**src/rtl/mbx_pkg.sv**
```systemverilog
package mbx_pkg;

  // Largest address width the slot arithmetic supports (32-bit math).
  localparam int unsigned MBX_MAX_AW = 16;

  // Address of the mailbox owned by port idx: top of space minus (np-1-idx).
  function automatic int unsigned mbx_slot_addr(input int unsigned aw,
                                                input int unsigned np,
                                                input int unsigned idx);
    int unsigned span;
    span = 32'd1 << aw;
    return span - np + idx;
  endfunction

  // True when addr (zero-extended) selects the mailbox of port idx.
  function automatic logic mbx_is_slot(input int unsigned addr,
                                       input int unsigned aw,
                                       input int unsigned np,
                                       input int unsigned idx);
    return addr == mbx_slot_addr(aw, np, idx);
  endfunction

endpackage

```
**src/rtl/mbx_port_decode.sv**
```systemverilog
module mbx_port_decode
  import mbx_pkg::*;
#(
  parameter int unsigned NPORTS = 4,
  parameter int unsigned ADDR_W = 8,
  parameter int unsigned SELF   = 0
) (
  input  logic              wr_stb,
  input  logic              rd_stb,
  input  logic [ADDR_W-1:0] addr,
  output logic [NPORTS-1:0] slot_hit,
  output logic [NPORTS-1:0] set_req,
  output logic              own_wr_hit,
  output logic              own_clr
);

  localparam int unsigned PAD_W = 32 - ADDR_W;

  logic [31:0] addr_ext;
  assign addr_ext = {{PAD_W{1'b0}}, addr};

  for (genvar t = 0; t < NPORTS; t++) begin : g_slot
    assign slot_hit[t] = mbx_is_slot(addr_ext, ADDR_W, NPORTS, t);
    if (t == SELF) begin : g_own
      // A port never raises its own flag.
      assign set_req[t] = 1'b0;
    end else begin : g_other
      assign set_req[t] = wr_stb & slot_hit[t];
    end
  end

  assign own_wr_hit = wr_stb & slot_hit[SELF];
  assign own_clr    = rd_stb & slot_hit[SELF];

endmodule

```
**src/rtl/mbx_flag.sv**
```systemverilog
module mbx_flag (
  input  logic clk,
  input  logic rst_n,
  input  logic set_any,
  input  logic clr,
  output logic irq_n
);

  logic pend_q;

  always_ff @(posedge clk) begin
    if (!rst_n)       pend_q <= 1'b0;
    else if (set_any) pend_q <= 1'b1;
    else if (clr)     pend_q <= 1'b0;
  end

  assign irq_n = ~pend_q;

  p_set_low_r3: assert property (@(posedge clk) disable iff (!rst_n)
    set_any |=> !irq_n);

  p_clear_high_r5: assert property (@(posedge clk) disable iff (!rst_n)
    (clr && !set_any) |=> irq_n);

  p_hold_r4: assert property (@(posedge clk) disable iff (!rst_n)
    (!set_any && !clr) |=> $stable(irq_n));

  p_set_wins_r8: assert property (@(posedge clk) disable iff (!rst_n)
    (set_any && clr) |=> !irq_n);

endmodule

```
**src/rtl/mbx_irq_top.sv**
```systemverilog
module mbx_irq_top
  import mbx_pkg::*;
#(
  parameter int unsigned NPORTS = 4,
  parameter int unsigned ADDR_W = 8
) (
  input  logic                     clk,
  input  logic                     rst_n,
  input  logic [NPORTS-1:0]        wr_stb,
  input  logic [NPORTS-1:0]        rd_stb,
  input  logic [NPORTS*ADDR_W-1:0] addr_flat,
  output logic [NPORTS-1:0]        irq_n
);

  // Per-source rows: set_mat[s][t] = port s requests a set of flag t.
  logic [NPORTS-1:0] set_mat [NPORTS];
  logic [NPORTS-1:0] hit_mat [NPORTS];
  logic [NPORTS-1:0] own_wr_hit;
  logic [NPORTS-1:0] clr_vec;
  logic [NPORTS-1:0] set_any;

  for (genvar s = 0; s < NPORTS; s++) begin : g_dec
    mbx_port_decode #(
      .NPORTS(NPORTS),
      .ADDR_W(ADDR_W),
      .SELF  (s)
    ) u_dec (
      .wr_stb    (wr_stb[s]),
      .rd_stb    (rd_stb[s]),
      .addr      (addr_flat[s*ADDR_W +: ADDR_W]),
      .slot_hit  (hit_mat[s]),
      .set_req   (set_mat[s]),
      .own_wr_hit(own_wr_hit[s]),
      .own_clr   (clr_vec[s])
    );
  end

  // Column OR: a flag is set when any other port targets it.
  always_comb begin
    set_any = '0;
    for (int s = 0; s < NPORTS; s++) begin
      set_any = set_any | set_mat[s];
    end
  end

  for (genvar t = 0; t < NPORTS; t++) begin : g_flag
    mbx_flag u_flag (
      .clk    (clk),
      .rst_n  (rst_n),
      .set_any(set_any[t]),
      .clr    (clr_vec[t]),
      .irq_n  (irq_n[t])
    );

    localparam logic [NPORTS-1:0] OWN_BIT = NPORTS'(1) << t;

    // Own write alone, with the flag idle, must not raise the flag.
    p_self_write_r6: assert property (@(posedge clk) disable iff (!rst_n)
      (own_wr_hit[t] && ((wr_stb & ~OWN_BIT) == '0) && irq_n[t]) |=> irq_n[t]);
  end

  p_reset_high_r1: assert property (@(posedge clk)
    (!rst_n) |=> (&irq_n));

endmodule

```
**config.mk**
```make
export PLATFORM = sky130hd
export DESIGN_NAME = mbx_irq_top
export DESIGN_NICKNAME = d
export VERILOG_FILES = /design/src/rtl/mbx_pkg.sv /design/src/rtl/mbx_port_decode.sv /design/src/rtl/mbx_flag.sv /design/src/rtl/mbx_irq_top.sv
export SDC_FILE = /design/constraint.sdc
export NUM_CORES = 1
export LEC_CHECK = 0
export ABC_AREA = 1
export BUFFER_PORTS_ARGS = -buffer_cell sky130_fd_sc_hd__buf_2
export CAP_MARGIN = 40
export CORE_MARGIN = 10
export CORE_UTILIZATION = 33
export DETAILED_ROUTE_END_ITERATION = 10
export HOLD_SLACK_MARGIN = 0.06
export PLACE_DENSITY_LB_ADDON = 0.2
export SLEW_MARGIN = 0
export SYNTH_ARGS = -nofsm -noshare
export SYNTH_HDL_FRONTEND = slang
export SYNTH_SLANG_ARGS = --single-unit
```
**constraint.sdc**
```tcl
create_clock -name clk -period 0.8 [get_ports clk]
set_input_delay 0.16 -clock clk [delete_from_list [all_inputs] [get_ports clk]]
set_output_delay 0.16 -clock clk [all_outputs]
set_load 0.02 [all_outputs]
```
==> results.py, run 1 <==
metrics = {
    "outcome": {
        "outcome": "complete, but fails checks",
        "violations": "negative setup slack",
    },
    "timing": {
        "maxClockFrequency_ghz": 1.14,
        "post-route-min-period_ps": 875,
        "fin_tns_setup_ps": -280,
        "final_critical_path_setup_slack_ps": -75.0,
        "post-route-period-util_pct": 109,
        "worst_case_hold_slack_ps": 187,
        "worst_slew_margin_rel_pct": 89.5,
        "fin_worst_skew_ps": 0,
        "timing.final.max_slew_violations": 0,
        "tightestPinTransition_ps": 156,
        "finalHoldViolCount": 0,
        "setup_viol": 4,
        "grt_setup_unrepaired": "yes",
    },
    "clock_network": {
        "clk_latency_ps": 230,
        "ctsRootBufferMaster": "clkbuf_4",
        "clock_sink_count": 4,
        "cts_tree": "built",
        "cts-hold-fix-buffers": 0,
        "ctsHtreeMaxLevel": 1,
        "ctsLongestPathBuffers": 2,
        "cts_made_buffers": 3,
        "path_clk_slew_ps": 40,
    },
    "detailed_routing": {
        "number_of_optimization_iterations_in_the_first_detailed_route_pass": 4,
        "viasPerCell": 4.30,
        "postRouteWirelength_um": 1720,
        "drc_errors": 0,
        "initialDrtViolationCount": 25,
        "detail_route.wl_per_cell_um": 10.5,
        "final_antenna_net_count": 0,
        "vias": 706,
    },
    "job": {
        "timing.max_cap.violations": 0,
    },
    "hold_path": {
        "whs_path_depth": 3,
        "holdCritPathClass": "input port to register",
    },
    "grt": {
        "grt_met3_usage_pct": 5.30,
        "use_met1_pct": 10.7,
        "grt_max_degree": 5,
        "global_route.usage.met2_pct": 16.5,
        "first_global_vias": 695,
        "busiest_layer": "met2",
        "grt_antenna_before_repair": 0,
        "track_usage_pct": 9.96,
        "grt_pass1_wl_um": 2900,
        "global_route_total_overflow": 0,
    },
    "floorplan": {
        "core_area_um2": 1520,
        "io-pin-count": 46,
        "die_height_um": 60.1,
        "placementRows": 14,
        "start_util_pct": 34.9,
        "design.die.area_um2": 3620,
        "die_width_um": 60.1,
    },
    "place": {
        "dp_cells": 160,
        "placement.cell_area_um2": 747,
        "dpl.hpwl_um": 1490,
        "final_weighted_congestion_of_routability_driven_global_placement": 0.776,
        "io_buffers": 45,
    },
    "critical_path": {
        "reg2regPathDepth": 5,
        "worstPathMaxFanout": 2,
        "critical_path_required_ps": 640,
        "worstPathArrival_ps": 720,
        "setup.worst_path.class": "register to primary output",
        "worst_setup_path_start_kind": "register",
        "setup.worst_path.end_class": "primary output",
    },
    "power_and_ir_drop": {
        "cellPowerDensity_nw_per_um2": 825,
        "p_leak_nw": 0.503,
        "irDropWorstVdd_uv": 969,
    },
    "cells_and_area": {
        "design_area_final_um2": 807,
        "top_regs": "g_flag.u_flag.pend_q: 4 flops",
        "top_register": "g_flag.u_flag.pend_q",
        "fin_util_pct": 53.0,
        "post_route_cells_drive_above_1_share_pct": 43.2,
        "diode_insertion_count_for_antenna_repair": 0,
        "final_cell_mix": "buf_2, nor2_1, nand2_1",
        "max_reg_flops": 4,
        "mostFrequentLayoutCell": "buf_2",
        "final_cell_count_no_fill": 164,
        "flow.area_growth_from_synthesis_pct": 51.8,
        "layout.nets": 192,
    },
    "synth": {
        "ys_types": 10,
        "synthesis.yosys.warnings": 0,
        "postSynthCellCount": 103,
        "syn-num-nets": 145,
        "seq_area_frac_synth_pct": 15.1,
        "synth-seq-cells": 4,
        "postSynthAreaPerCell_um2": 5.16,
        "synth_area_um2": 532,
    },
}
-- timing repair --
item,4_1_cts,5_1_grt
setup buffers,1,0
setup endpoints to repair,4,5
pin swaps,0,1
resized for setup,16,0
gates cloned,0,0
-- stage by stage --
step,setup slack [ps],power [mW]
2_1_floorplan,65.0,0.294
3_3_place_gp,-79.8,0.407
3_5_place_dp,-87.4,0.411
4_1_cts,-76.1,0.673
5_1_grt,-112,0.729
6_report,-75.0,0.665
-- path summary, 6_finish.rpt --
kind / start / endpoint / slack [ps]
max: g_flag[0].u_flag.pend_q / irq_n[0] / -80
min reg2reg: g_flag[2].u_flag.pend_q / g_flag[2].u_flag.pend_q / 550
max reg2reg: g_flag[0].u_flag.pend_q / g_flag[0].u_flag.pend_q / 40
min: rst_n / g_flag[2].u_flag.pend_q / 190
-- layout make-up --
cell class | count | area, um2
Fill cell | 177 | 717
Multi-Input combinational cell | 72 | 335
Timing Repair Buffer | 46 | 258
Inverter | 23 | 86.3
Sequential cell | 4 | 85.1
Clock buffer | 3 | 22.5
Tap cell | 16 | 20.0
-- worst max-delay path, stage by stage, from the launching register on --
cell,delay (ps)
dfxtp_2,320
inv_2,40
buf_6,120
-- per-layer routing --
metal	wire length, um	part of all wire, %
met4	4	0.23
met5	0	0
met2	805	47
met1	697	40
met3	213	12
-- cells by family (layout without fill, tap and decap cells) --
| family | after synthesis | after routing | synth area share (%) |
|---|---|---|---|
| and+or+nand+nor | 72 | 72 | 63.1 |
| buffers and inverters | 27 | 72 | 21.9 |
| DFF | 4 | 4 | 15.1 |
-- Yosys cell counts --
cell | instances | area, um2
nor2_2 | 1 | 6.26
nor2_1 | 23 | 86.3
nand2_2 | 2 | 12.5
dfxtp_1 | 4 | 80.1
nand2_1 | 22 | 82.6
buf_4 | 4 | 30.0
nand3b_1 | 1 | 7.51
inv_1 | 23 | 86.3
nor2_4 | 4 | 45.0
nand3_1 | 19 | 95.1
-- report_power, final --
group          internal [mW]  switching, mW
Combinational          0.105          0.102
Sequential             0.202       0.000822
Clock                  0.168         0.0869
Power figures use the tool's default switching activity.
==> run 2, diff against run 1 <==
BUFFER_PORTS_ARGS = unset   (was -buffer_cell sky130_fd_sc_hd__buf_2)
CORE_AREA = 10 10 47 49   (was unset)
CORE_MARGIN = unset   (was 10)
CORE_UTILIZATION = unset   (was 33)
DIE_AREA = 0 0 57 59   (was unset)
DONT_BUFFER_PORTS = 1   (was unset)
==> run 2 against run 1 <==
  * The flow now finishes without violations
  * Critical path type unchanged
  * Design area shrank 31%
  * Sequential power is essentially flat
  * Via count shrank 24%
  * Combinational power shrank 54%
  * Largest power group unchanged
  * Fmax grew 9.8%
==> results.py, run 2 (same netlist as run 1, synthesis figures left out) <==
metrics = {
    "power_and_ir_drop": {
        "cellPowerDensity_nw_per_um2": 973,
        "power.combinational.fraction_pct": 17.7,
        "power.switching_mw": 0.139,
        "fraction_of_power_consumed_by_the_clock_network_pct": 45.0,
        "sequential_group_share_of_total_power_pct": 37.4,
        "sw_frac_of_total_pct": 25.6,
        "intPower_mw": 0.405,
        "irDropWorstVdd_uv": 340,
        "p_leak_nw": 0.316,
        "design_power_total_mw": 0.544,
    },
    "critical_path": {
        "startpoint": "g_flag[0].u_flag.pend_q",
        "worstPathArrival_ps": 640,
        "slowest_stage": "dfxtp_2",
        "crit_family": "flip-flops",
        "setup.worst_path.class": "register to primary output",
        "setup.worst_path.end_class": "primary output",
        "r2r-start": "g_flag[0].u_flag.pend_q",
        "critical_path_required_ps": 640,
        "worstPathMaxFanout": 2,
        "worst_setup_path_start_kind": "register",
        "cp_slowest_stage_delay_ps": 350,
        "cp_num_buf_inv": 1,
        "cp_cell_sequence": "inv_4",
    },
    "timing": {
        "post-route-min-period_ps": 797,
        "tightestPinTransition_ps": 154,
        "worst_slew_margin_rel_pct": 89.7,
        "maxClockFrequency_ghz": 1.25,
        "grt_setup_unrepaired": "yes",
        "fin_tns_setup_ps": 0,
        "finalHoldViolCount": 0,
        "fin_worst_skew_ps": 0,
        "worst_case_hold_slack_ps": 113,
        "setup_viol": 0,
        "timing.final.max_slew_violations": 0,
        "post-route-period-util_pct": 99.6,
    },
    "clock_network": {
        "cts_tree": "built",
        "ctsLongestPathBuffers": 2,
        "ctsHtreeMaxLevel": 1,
        "post-cts-setup-buffers": 0,
        "ctsRootBufferMaster": "clkbuf_4",
        "cts_made_buffers": 3,
        "path_clk_slew_ps": 40,
        "cts-hold-fix-buffers": 0,
        "clock_sink_count": 4,
        "clk_latency_ps": 230,
    },
    "cells_and_area": {
        "fin_util_pct": 39.9,
        "flow.area_growth_from_synthesis_pct": 5.18,
        "top_register": "g_flag.u_flag.pend_q",
        "layout.nets": 146,
        "fill_cell_instance_count_of_the_final_layout": 162,
        "post_route_cells_drive_above_1_share_pct": 17.6,
        "diode_insertion_count_for_antenna_repair": 0,
        "mostFrequentLayoutCell": "nor2_1",
        "max_reg_flops": 4,
        "top_regs": "g_flag.u_flag.pend_q: 4 flops",
        "final_cell_mix": "nor2_1, nand2_1, inv_1, nand3_1",
    },
    "grt": {
        "grt_max_degree": 5,
        "track_usage_pct": 8.08,
        "grt_antenna_before_repair": 0,
        "grt_pass1_wl_um": 2330,
        "first_global_vias": 598,
        "global_route_total_overflow": 0,
    },
    "floorplan": {
        "start_util_pct": 37.9,
        "io-pin-count": 46,
        "die_width_um": 57,
        "core_area_um2": 1400,
        "die_height_um": 59,
        "placementRows": 14,
        "design.die.area_um2": 3360,
    },
    "place": {
        "io_buffers": 0,
        "final_weighted_congestion_of_routability_driven_global_placement": 0.779,
        "dpl.hpwl_um": 1290,
    },
    "detailed_routing": {
        "detail_route.wl_per_cell_um": 11.7,
        "drc_errors": 0,
        "viasPerCell": 4.58,
        "initialDrtViolationCount": 10,
        "vias": 540,
        "final_antenna_net_count": 0,
        "number_of_optimization_iterations_in_the_first_detailed_route_pass": 4,
        "postRouteWirelength_um": 1380,
    },
    "hold_path": {
        "hp-start": "rst_n",
        "holdCritPathClass": "input port to register",
    },
    "outcome": {
        "outcome": "completed",
    },
    "job": {
        "timing.max_cap.violations": 0,
    },
}
run 2: cell types whose count changed in the layout (fill, tap and decap cells not counted), sizes merged:
cell	previous run	this run
buf	46	0
run 2: metrics by stage:
stage / instances / setup slack [ps] / cell area (um2)
global placement: 115 / -12.3 / 522
floorplan: 103 / 65.0 / 532
global route: 118 / -9.65 / 559
CTS: 118 / -7.46 / 559
detailed placement: 115 / -22.9 / 522
finish: 118 / 3.01 / 559
run 2: worst paths after layout:
check                            endpoint  cells after the start  slack (ps)
hold reg to reg   g_flag[1].u_flag.pend_q                      4         580
setup reg to reg  g_flag[0].u_flag.pend_q                      4         130
setup / recovery                 irq_n[0]                      1           3
hold / removal    g_flag[3].u_flag.pend_q                      2         110
run 2: cell type report:
class / instances / area, um2 / share of cell area (%)
Clock buffer: 3 / 22.5 / 4.03
Multi-Input combinational cell: 72 / 335 / 60.0
Sequential cell: 4 / 85.1 / 15.2
Inverter: 23 / 96.3 / 17.2
Tap cell: 16 / 20.0 / 3.58
run 2: what timing repair did:
action                                  CTS  global route
resized for setup                        12             0
cloned                                    0             0
endpoints found under the setup margin    4             4
hold endpoints to repair                  0             0
run 2: power groups by stage:
stage | combinational (mW) | sequential, mW | clock (mW)
4_1_cts | 0.0976 | 0.203 | 0.255
3_5_place_dp | 0.0967 | 0.206 | 0
2_1_floorplan | 0.0881 | 0.205 | 0
5_1_grt | 0.115 | 0.203 | 0.261
3_3_place_gp | 0.0945 | 0.206 | 0
6_report | 0.0960 | 0.203 | 0.245
run 2: metal layers:
metal / vias to the layer above / GRT usage, % / part of all wire [%] / wire [um]
li1: 302 / - / - / -
met1: 209 / 9.27 / 42 / 577
met3: 0 / 3.86 / 13 / 175
met2: 29 / 12.2 / 45 / 623
met4: 0 / 4.03 / 0 / 0
met5: - / 0 / 0 / 0
